[config.mk]
export PLATFORM = sky130hd
export DESIGN_NAME = cc_alu
export DESIGN_NICKNAME = d
export VERILOG_FILES = /design/src/rtl/cc_alu_pkg.sv /design/src/rtl/cc_alu_addsub.sv /design/src/rtl/cc_alu_logic.sv /design/src/rtl/cc_alu_flagreg.sv /design/src/rtl/cc_alu.sv
export SDC_FILE = /design/constraint.sdc
export NUM_CORES = 1
export LEC_CHECK = 0
export ABC_CLOCK_PERIOD_IN_PS = 7700
export CORE_MARGIN = 3
export CORE_UTILIZATION = 41
export CTS_BUF_LIST = sky130_fd_sc_hd__clkbuf_4 sky130_fd_sc_hd__clkbuf_8
export CTS_CLUSTER_SIZE = 40
export DETAILED_ROUTE_END_ITERATION = 8
export PLACE_DENSITY = 0.77
export SYNTH_ARGS = -nofsm -noshare
export SYNTH_HDL_FRONTEND = slang
export SYNTH_SLANG_ARGS = --single-unit
[constraint.sdc]
create_clock -name clk -period 7.7 [get_ports clk]
set_input_delay 1.54 -clock clk [delete_from_list [all_inputs] [get_ports clk]]
set_output_delay 1.54 -clock clk [all_outputs]
set_load 0.05 [all_outputs]
[src/rtl/cc_alu_pkg.sv]
package cc_alu_pkg;

  typedef enum logic [2:0] {
    OP_ADD  = 3'd0,
    OP_SUB  = 3'd1,
    OP_AND  = 3'd2,
    OP_ANDN = 3'd3,
    OP_OR   = 3'd4,
    OP_ORN  = 3'd5,
    OP_XOR  = 3'd6,
    OP_XNOR = 3'd7
  } alu_op_e;

  localparam int FLAG_W = 4;
  localparam int FLG_N  = 3;
  localparam int FLG_Z  = 2;
  localparam int FLG_V  = 1;
  localparam int FLG_C  = 0;

  typedef struct packed {
    logic neg;
    logic zero;
    logic ovf;
    logic carry;
  } cc_flags_t;

endpackage

[src/rtl/cc_alu_addsub.sv]
module cc_alu_addsub #(
  parameter int WIDTH = 32
) (
  input  logic [WIDTH-1:0] a,
  input  logic [WIDTH-1:0] b,
  input  logic             do_sub,
  output logic [WIDTH-1:0] sum,
  output logic             adder_cout,
  output logic             carry_flag,
  output logic             ovf_flag
);
  localparam int MSB = WIDTH - 1;

  // Full-width adder with carry in; subtraction feeds ~b and carry in of 1.
  function automatic logic [WIDTH:0] add_with_cin(
    input logic [WIDTH-1:0] x,
    input logic [WIDTH-1:0] y,
    input logic             cin
  );
    return {1'b0, x} + {1'b0, y} + {{WIDTH{1'b0}}, cin};
  endfunction

  // Signed overflow: add when operand signs agree and sum sign differs;
  // subtract when result sign matches b and a's sign differs from b.
  function automatic logic signed_ovf(
    input logic sa,
    input logic sb,
    input logic sr,
    input logic sub
  );
    if (sub) return (sr == sb) && (sa != sb);
    return (sa == sb) && (sr != sa);
  endfunction

  logic [WIDTH-1:0] b_eff;
  logic [WIDTH:0]   wide;

  always_comb begin
    b_eff      = do_sub ? ~b : b;
    wide       = add_with_cin(a, b_eff, do_sub);
    sum        = wide[WIDTH-1:0];
    adder_cout = wide[WIDTH];
    carry_flag = do_sub ? ~adder_cout : adder_cout;
    ovf_flag   = signed_ovf(a[MSB], b[MSB], sum[MSB], do_sub);
  end

endmodule

[src/rtl/cc_alu_logic.sv]
module cc_alu_logic #(
  parameter int WIDTH = 32
) (
  input  logic [WIDTH-1:0] a,
  input  logic [WIDTH-1:0] b,
  input  logic [2:0]       sel,
  output logic [WIDTH-1:0] res
);
  import cc_alu_pkg::*;

  // Base function picked by sel[2:1]; sel[0] inverts b (and/or) or the output (xor).
  function automatic logic [WIDTH-1:0] eval_bitwise(
    input logic [WIDTH-1:0] x,
    input logic [WIDTH-1:0] y,
    input logic [2:0]       s
  );
    logic [WIDTH-1:0] y_eff;
    y_eff = s[0] ? ~y : y;
    case (s[2:1])
      2'b01:   return x & y_eff;
      2'b10:   return x | y_eff;
      2'b11:   return x ^ y_eff;
      default: return '0;
    endcase
  endfunction

  assign res = eval_bitwise(a, b, sel);

endmodule

[src/rtl/cc_alu_flagreg.sv]
module cc_alu_flagreg (
  input  logic                  clk,
  input  logic                  rst_n,
  input  logic                  load,
  input  cc_alu_pkg::cc_flags_t d,
  output cc_alu_pkg::cc_flags_t q
);
  always_ff @(posedge clk or negedge rst_n) begin
    if (!rst_n)    q <= '0;
    else if (load) q <= d;
  end
endmodule

[src/rtl/cc_alu.sv]
module cc_alu #(
  parameter int WIDTH = 32
) (
  input  logic             clk,
  input  logic             rst_n,
  input  logic [WIDTH-1:0] op_a,
  input  logic [WIDTH-1:0] op_b,
  input  logic [2:0]       opcode,
  input  logic             set_flags,
  output logic [WIDTH-1:0] result,
  output logic [3:0]       flags
);
  import cc_alu_pkg::*;

  localparam int MSB = WIDTH - 1;

  // Named internal events, visible to the bound checker.
  logic             is_sub;
  logic             is_logic;
  logic [WIDTH-1:0] arith_sum;
  logic [WIDTH-1:0] logic_res;
  logic             arith_cout;
  logic             arith_carry;
  logic             arith_ovf;
  cc_flags_t        next_flags;
  cc_flags_t        flag_q;

  assign is_sub   = (alu_op_e'(opcode) == OP_SUB);
  assign is_logic = |opcode[2:1];

  cc_alu_addsub #(.WIDTH(WIDTH)) u_addsub (
    .a          (op_a),
    .b          (op_b),
    .do_sub     (is_sub),
    .sum        (arith_sum),
    .adder_cout (arith_cout),
    .carry_flag (arith_carry),
    .ovf_flag   (arith_ovf)
  );

  cc_alu_logic #(.WIDTH(WIDTH)) u_logic (
    .a   (op_a),
    .b   (op_b),
    .sel (opcode),
    .res (logic_res)
  );

  assign result = is_logic ? logic_res : arith_sum;

  always_comb begin
    next_flags.neg   = result[MSB];
    next_flags.zero  = ~|result;
    next_flags.ovf   = is_logic ? 1'b0 : arith_ovf;
    next_flags.carry = is_logic ? 1'b0 : arith_carry;
  end

  cc_alu_flagreg u_flags (
    .clk   (clk),
    .rst_n (rst_n),
    .load  (set_flags),
    .d     (next_flags),
    .q     (flag_q)
  );

  assign flags = flag_q;

endmodule

==> impl_results.rst <==
.. list-table::
   :header-rows: 1

   * - Metric
     - Value
   * - Run status
     - finished clean
   * - Wire length of the first global-routing pass
     - 25400 um
   * - Count of pins over their slew limit
     - 0
   * - Routed wire length
     - 15700 um
   * - Xor/xnor share of the synthesized area
     - 0.158
   * - Pwr Density
     - 123 nW/um2
   * - Final critical delay including setup and external delays
     - 7.02 ns
   * - Final Hold Viols
     - 0
   * - Unrepaired setup endpoints after global routing
     - no
   * - Largest stage delay on the critical path
     - 0.56 ns
   * - Arithmetic-cell share of the synthesized area counting full adders, half adders and majority gates
     - 0.258
   * - CP Buf/Inv Count
     - 3
   * - Clock-pin slew on the worst setup and hold paths
     - 0.03 ns
   * - Most used DFF post-synth
     - sky130_fd_sc_hd__dfrtp_1
   * - Fraction of layout cells with a size suffix above 1
     - 0.106
   * - Post-DR wirelength/cell
     - 17.9 um
   * - Antenna diode instance count
     - 0
   * - Maximum clock frequency
     - 142 MHz
   * - Antenna Violating Nets Remaining
     - 0
   * - Critical Path End Type
     - output pin
   * - Number of global-route vias before repair
     - 5180
   * - Flop pwr share
     - 0.033
   * - Share of the cycle needed by the critical path after routing
     - 0.912
   * - GRT overflow
     - 0
   * - Nets in the synthesized netlist
     - 816
   * - Pre-CTS setup slack
     - 0.799 ns
   * - Die Y-Extent
     - 114 um
   * - Required time at the worst-slack endpoint
     - 6.16 ns
   * - Max-Slew Margin vs Limit
     - 0.414
   * - Leakage power figure
     - 2.96 nW
   * - Global placer's final weighted congestion
     - 0.982
   * - Flip-flop count of the largest register, all copies and words added
     - 4
   * - Via count
     - 4975
   * - Switching part of the total power
     - 0.557
   * - Placed wire-length estimate
     - 13100 um
   * - Final setup skew
     - 0 ns
   * - Synth top area cells
     - sky130_fd_sc_hd__ha_1 25%, sky130_fd_sc_hd__xor2_1 13%, sky130_fd_sc_hd__inv_1 7.1%, sky130_fd_sc_hd__mux4_2 6.5%, sky130_fd_sc_hd__a21oi_1 4.9%
   * - Finished layout cell area
     - 6140 um2
   * - # H-tree levels
     - 1
   * - Internal power contribution
     - 335 uW
   * - Register ranked first by flip-flop count
     - u_flags.q
   * - # nets final
     - 905
   * - Number of hold-repair buffers added at the cts stage
     - 0
   * - Fill cells
     - 1042
   * - Area after detailed placement
     - 6090 um2
   * - Drt via density
     - 5.69
   * - Combinational family with the most area after synthesis
     - adder cells
   * - Least setup slack across all paths after layout
     - 0.676 ns
   * - Max-cap violations
     - 0
   * - Initial cell density of the core
     - 0.432
   * - Floorplan row count
     - 38
   * - Cell Chain, Critical Path
     - clkdlybuf4s50_1 > nor2_1 > and2_2 > buf_4 > xor2_1 > ha_1 > nand2_1 > nor4_1 > o211ai_1 > nand3_1 > a41oi_1 > xnor2_1 > o21ai_0 > buf_12
   * - Buffers from clock root to sink, at most
     - 2
   * - Sinks on Clock Net
     - 4
   * - Core Area
     - 11200 um2
   * - Seq/Total Area, Yosys
     - 0.0208
   * - GRT Overall Usage
     - 0.237
   * - Crit path DAT
     - 5.48 ns
   * - CTS tree
     - done
   * - Synthesized-area fraction occupied by ao, oa, aoi and oai cells
     - 0.241
   * - Total setup violations reported at the end of the flow
     - 0
   * - DR DRC count
     - 0
   * - Port Buffers
     - 105
   * - Basic-gate share of the synthesized area counting and, or, nand and nor cells
     - 0.147
   * - Synth warnings
     - 0
   * - Maximum fanout along the worst path
     - 18
   * - Chip width
     - 114 um
   * - Post-synthesis instance area
     - 4820 um2
   * - Count of routing violations after the opening detailed-route iteration
     - 285
   * - Share of power burned in the clock network
     - 0.059
   * - Sum of negative setup slack
     - 0 ns
   * - Multiplexer share of the synthesized area
     - 0.0742
   * - Clock Root Buffer
     - sky130_fd_sc_hd__clkbuf_8
   * - Die Area
     - 13100 um2
   * - Net switching power
     - 422 uW
   * - Boundary pin count
     - 106
   * - Pin count of the biggest net entering global routing
     - 31
   * - Top flop regs
     - u_flags.q: 4 flops
   * - Number of antenna violations at the first check in global routing
     - 0
   * - Post-synthesis cell type with the largest combined area
     - sky130_fd_sc_hd__ha_1
   * - Count of TritonRoute iterations in the first routing pass
     - 5
   * - Category of the most critical setup path
     - input port to output pin
   * - Mean instance size in the synthesized netlist
     - 7.45 um2
   * - Classification of the worst-slack hold path
     - flip-flop to flip-flop
   * - Number of instances in the synthesized netlist
     - 647
   * - Worst VDD drop
     - 0.0000741 V
   * - Standard cell with the maximum stage delay on the critical path
     - sky130_fd_sc_hd__o21ai_0
   * - Cells resized by post-CTS repair
     - 0
   * - Startpoint kind of the worst setup timing path
     - input port
   * - TritonCTS Buffers
     - 3
   * - Fraction of synthesized cell area taken by the top area cell type
     - 0.254
   * - Number of enable flip-flop cells after synthesis
     - 0
   * - Logic pwr share
     - 0.908
   * - Clock Latency Late Sink
     - 0.21 ns
   * - Share of synthesized registers carrying an async set or reset
     - 1.00
   * - Post-synthesis register bit count
     - 4
   * - Cell family with most CP delay
     - simple AND/OR/NAND/NOR gates
   * - Area growth from synthesis to final layout
     - 27.2%
   * - Number of different library cells in the post-synthesis netlist
     - 71
   * - Slew at the pin closest to its max-slew limit
     - 0.875 ns
   * - Buffers inserted during post-CTS setup optimization
     - 0
[routing by layer]
metal,up-vias,GRT usage,part of all wire
met5,-,0,0
met4,0,0.0546,0.017
met3,24,0.0328,0.056
met2,166,0.430,0.50
met1,2347,0.294,0.42
li1,2438,-,-
[cells by family after synthesis]
group / after synthesis
AND/OR/NAND/NOR: 144
buffers and inverters: 124
multiplexers: 18
XOR/XNOR: 87
adder cells (fa/ha/maj): 99
flip-flops: 4
AO/OA/AOI/OAI: 171
[stage by stage]
stage / util / hold slack, ns / cells / total power, mW
6_report: 0.549 / 0.495 / 874 / 0.758
5_1_grt: 0.549 / 0.496 / 874 / 0.817
4_1_cts: 0.549 / 0.492 / 874 / 0.758
3_5_place_dp: 0.545 / 0.486 / 871 / 0.707
3_3_place_gp: 0.545 / 0.476 / 871 / 0.695
2_1_floorplan: - / 0.778 / 647 / 0.476
[path summary, 6_finish.rpt]
path                            slack (ns)                      from                       end  cells after the start
min in group asynchronous             1.54                     rst_n  u_flags.q[2]$_DFFE_PN0P_                      1
max in group asynchronous             5.97                     rst_n  u_flags.q[1]$_DFFE_PN0P_                      1
worst max-delay path                  0.68                 opcode[1]                result[24]                     14
worst min-delay path                  0.49  u_flags.q[1]$_DFFE_PN0P_  u_flags.q[1]$_DFFE_PN0P_                      1
worst min register to register        0.49  u_flags.q[1]$_DFFE_PN0P_  u_flags.q[1]$_DFFE_PN0P_                      1
worst max register to register        6.93  u_flags.q[3]$_DFFE_PN0P_  u_flags.q[3]$_DFFE_PN0P_                      1
[synthesized netlist by cell type, drive strengths merged, types with 3 or more instances]
master  number
o31ai        3
nor2        34
a22oi        6
a21oi       49
nor2b        4
nor4         3
nand4        7
xor2        71
nand2       49
and4         3
inv         91
ha          98
a31oi        5
o21a         6
buf         12
clkbuf      20
mux4        14
and3         5
o21ai       41
nand3       12
xnor2       16
nor3        11
o211ai       6
o21bai       4
a211oi      11
a21o        10
and2         6
a311oi       3
o22ai        3
dfrtp        4
[layout by cell type, fill, tap and decap left out, types with 3 or more instances in the layout]
cell | synthesis | layout
sky130_fd_sc_hd__buf_4 | 1 | 27
sky130_fd_sc_hd__a211oi_1 | 9 | 9
sky130_fd_sc_hd__nor2_1 | 34 | 34
sky130_fd_sc_hd__nand4_1 | 7 | 7
sky130_fd_sc_hd__xor2_1 | 71 | 71
sky130_fd_sc_hd__o31ai_1 | 3 | 3
sky130_fd_sc_hd__o21bai_1 | 4 | 4
sky130_fd_sc_hd__mux4_2 | 14 | 14
sky130_fd_sc_hd__a311oi_1 | 3 | 3
sky130_fd_sc_hd__nor2b_1 | 4 | 4
sky130_fd_sc_hd__a21o_1 | 10 | 10
sky130_fd_sc_hd__o22ai_1 | 3 | 3
sky130_fd_sc_hd__buf_12 | 0 | 15
sky130_fd_sc_hd__and3_1 | 5 | 5
sky130_fd_sc_hd__o21ai_0 | 38 | 38
sky130_fd_sc_hd__clkdlybuf4s50_1 | 0 | 73
sky130_fd_sc_hd__nor4_1 | 3 | 3
sky130_fd_sc_hd__clkbuf_8 | 0 | 3
sky130_fd_sc_hd__nand2_1 | 48 | 48
sky130_fd_sc_hd__nand3_1 | 12 | 12
sky130_fd_sc_hd__inv_1 | 91 | 91
sky130_fd_sc_hd__xnor2_1 | 16 | 16
sky130_fd_sc_hd__o21ai_1 | 3 | 3
sky130_fd_sc_hd__a21oi_1 | 47 | 47
sky130_fd_sc_hd__and2_1 | 5 | 4
sky130_fd_sc_hd__o21a_1 | 5 | 5
sky130_fd_sc_hd__o211ai_1 | 6 | 6
sky130_fd_sc_hd__and4_1 | 3 | 3
sky130_fd_sc_hd__ha_1 | 98 | 98
sky130_fd_sc_hd__nor3_1 | 10 | 10
sky130_fd_sc_hd__dfrtp_1 | 4 | 4
sky130_fd_sc_hd__a31oi_1 | 4 | 4
sky130_fd_sc_hd__a22oi_1 | 6 | 6
[final cells by class]
type,count,area (um2),share of cell area
Tap cell,140,175,0.0285
Clock buffer,3,41.3,0.00673
Sequential cell,4,100,0.0163
Multi-Input combinational cell,519,4240,0.690
Inverter,92,345,0.0563
Timing Repair Buffer,116,1240,0.202
[power groups by stage]
stage          Combinational [mW]  Sequential (mW)  Clock [mW]
2_1_floorplan               0.444           0.0323           0
3_3_place_gp                0.671           0.0246           0
3_5_place_dp                0.682           0.0250           0
4_1_cts                     0.687           0.0248      0.0462
5_1_grt                     0.744           0.0250      0.0477
6_report                    0.688           0.0248      0.0446
Power figures use the tool's default switching activity.
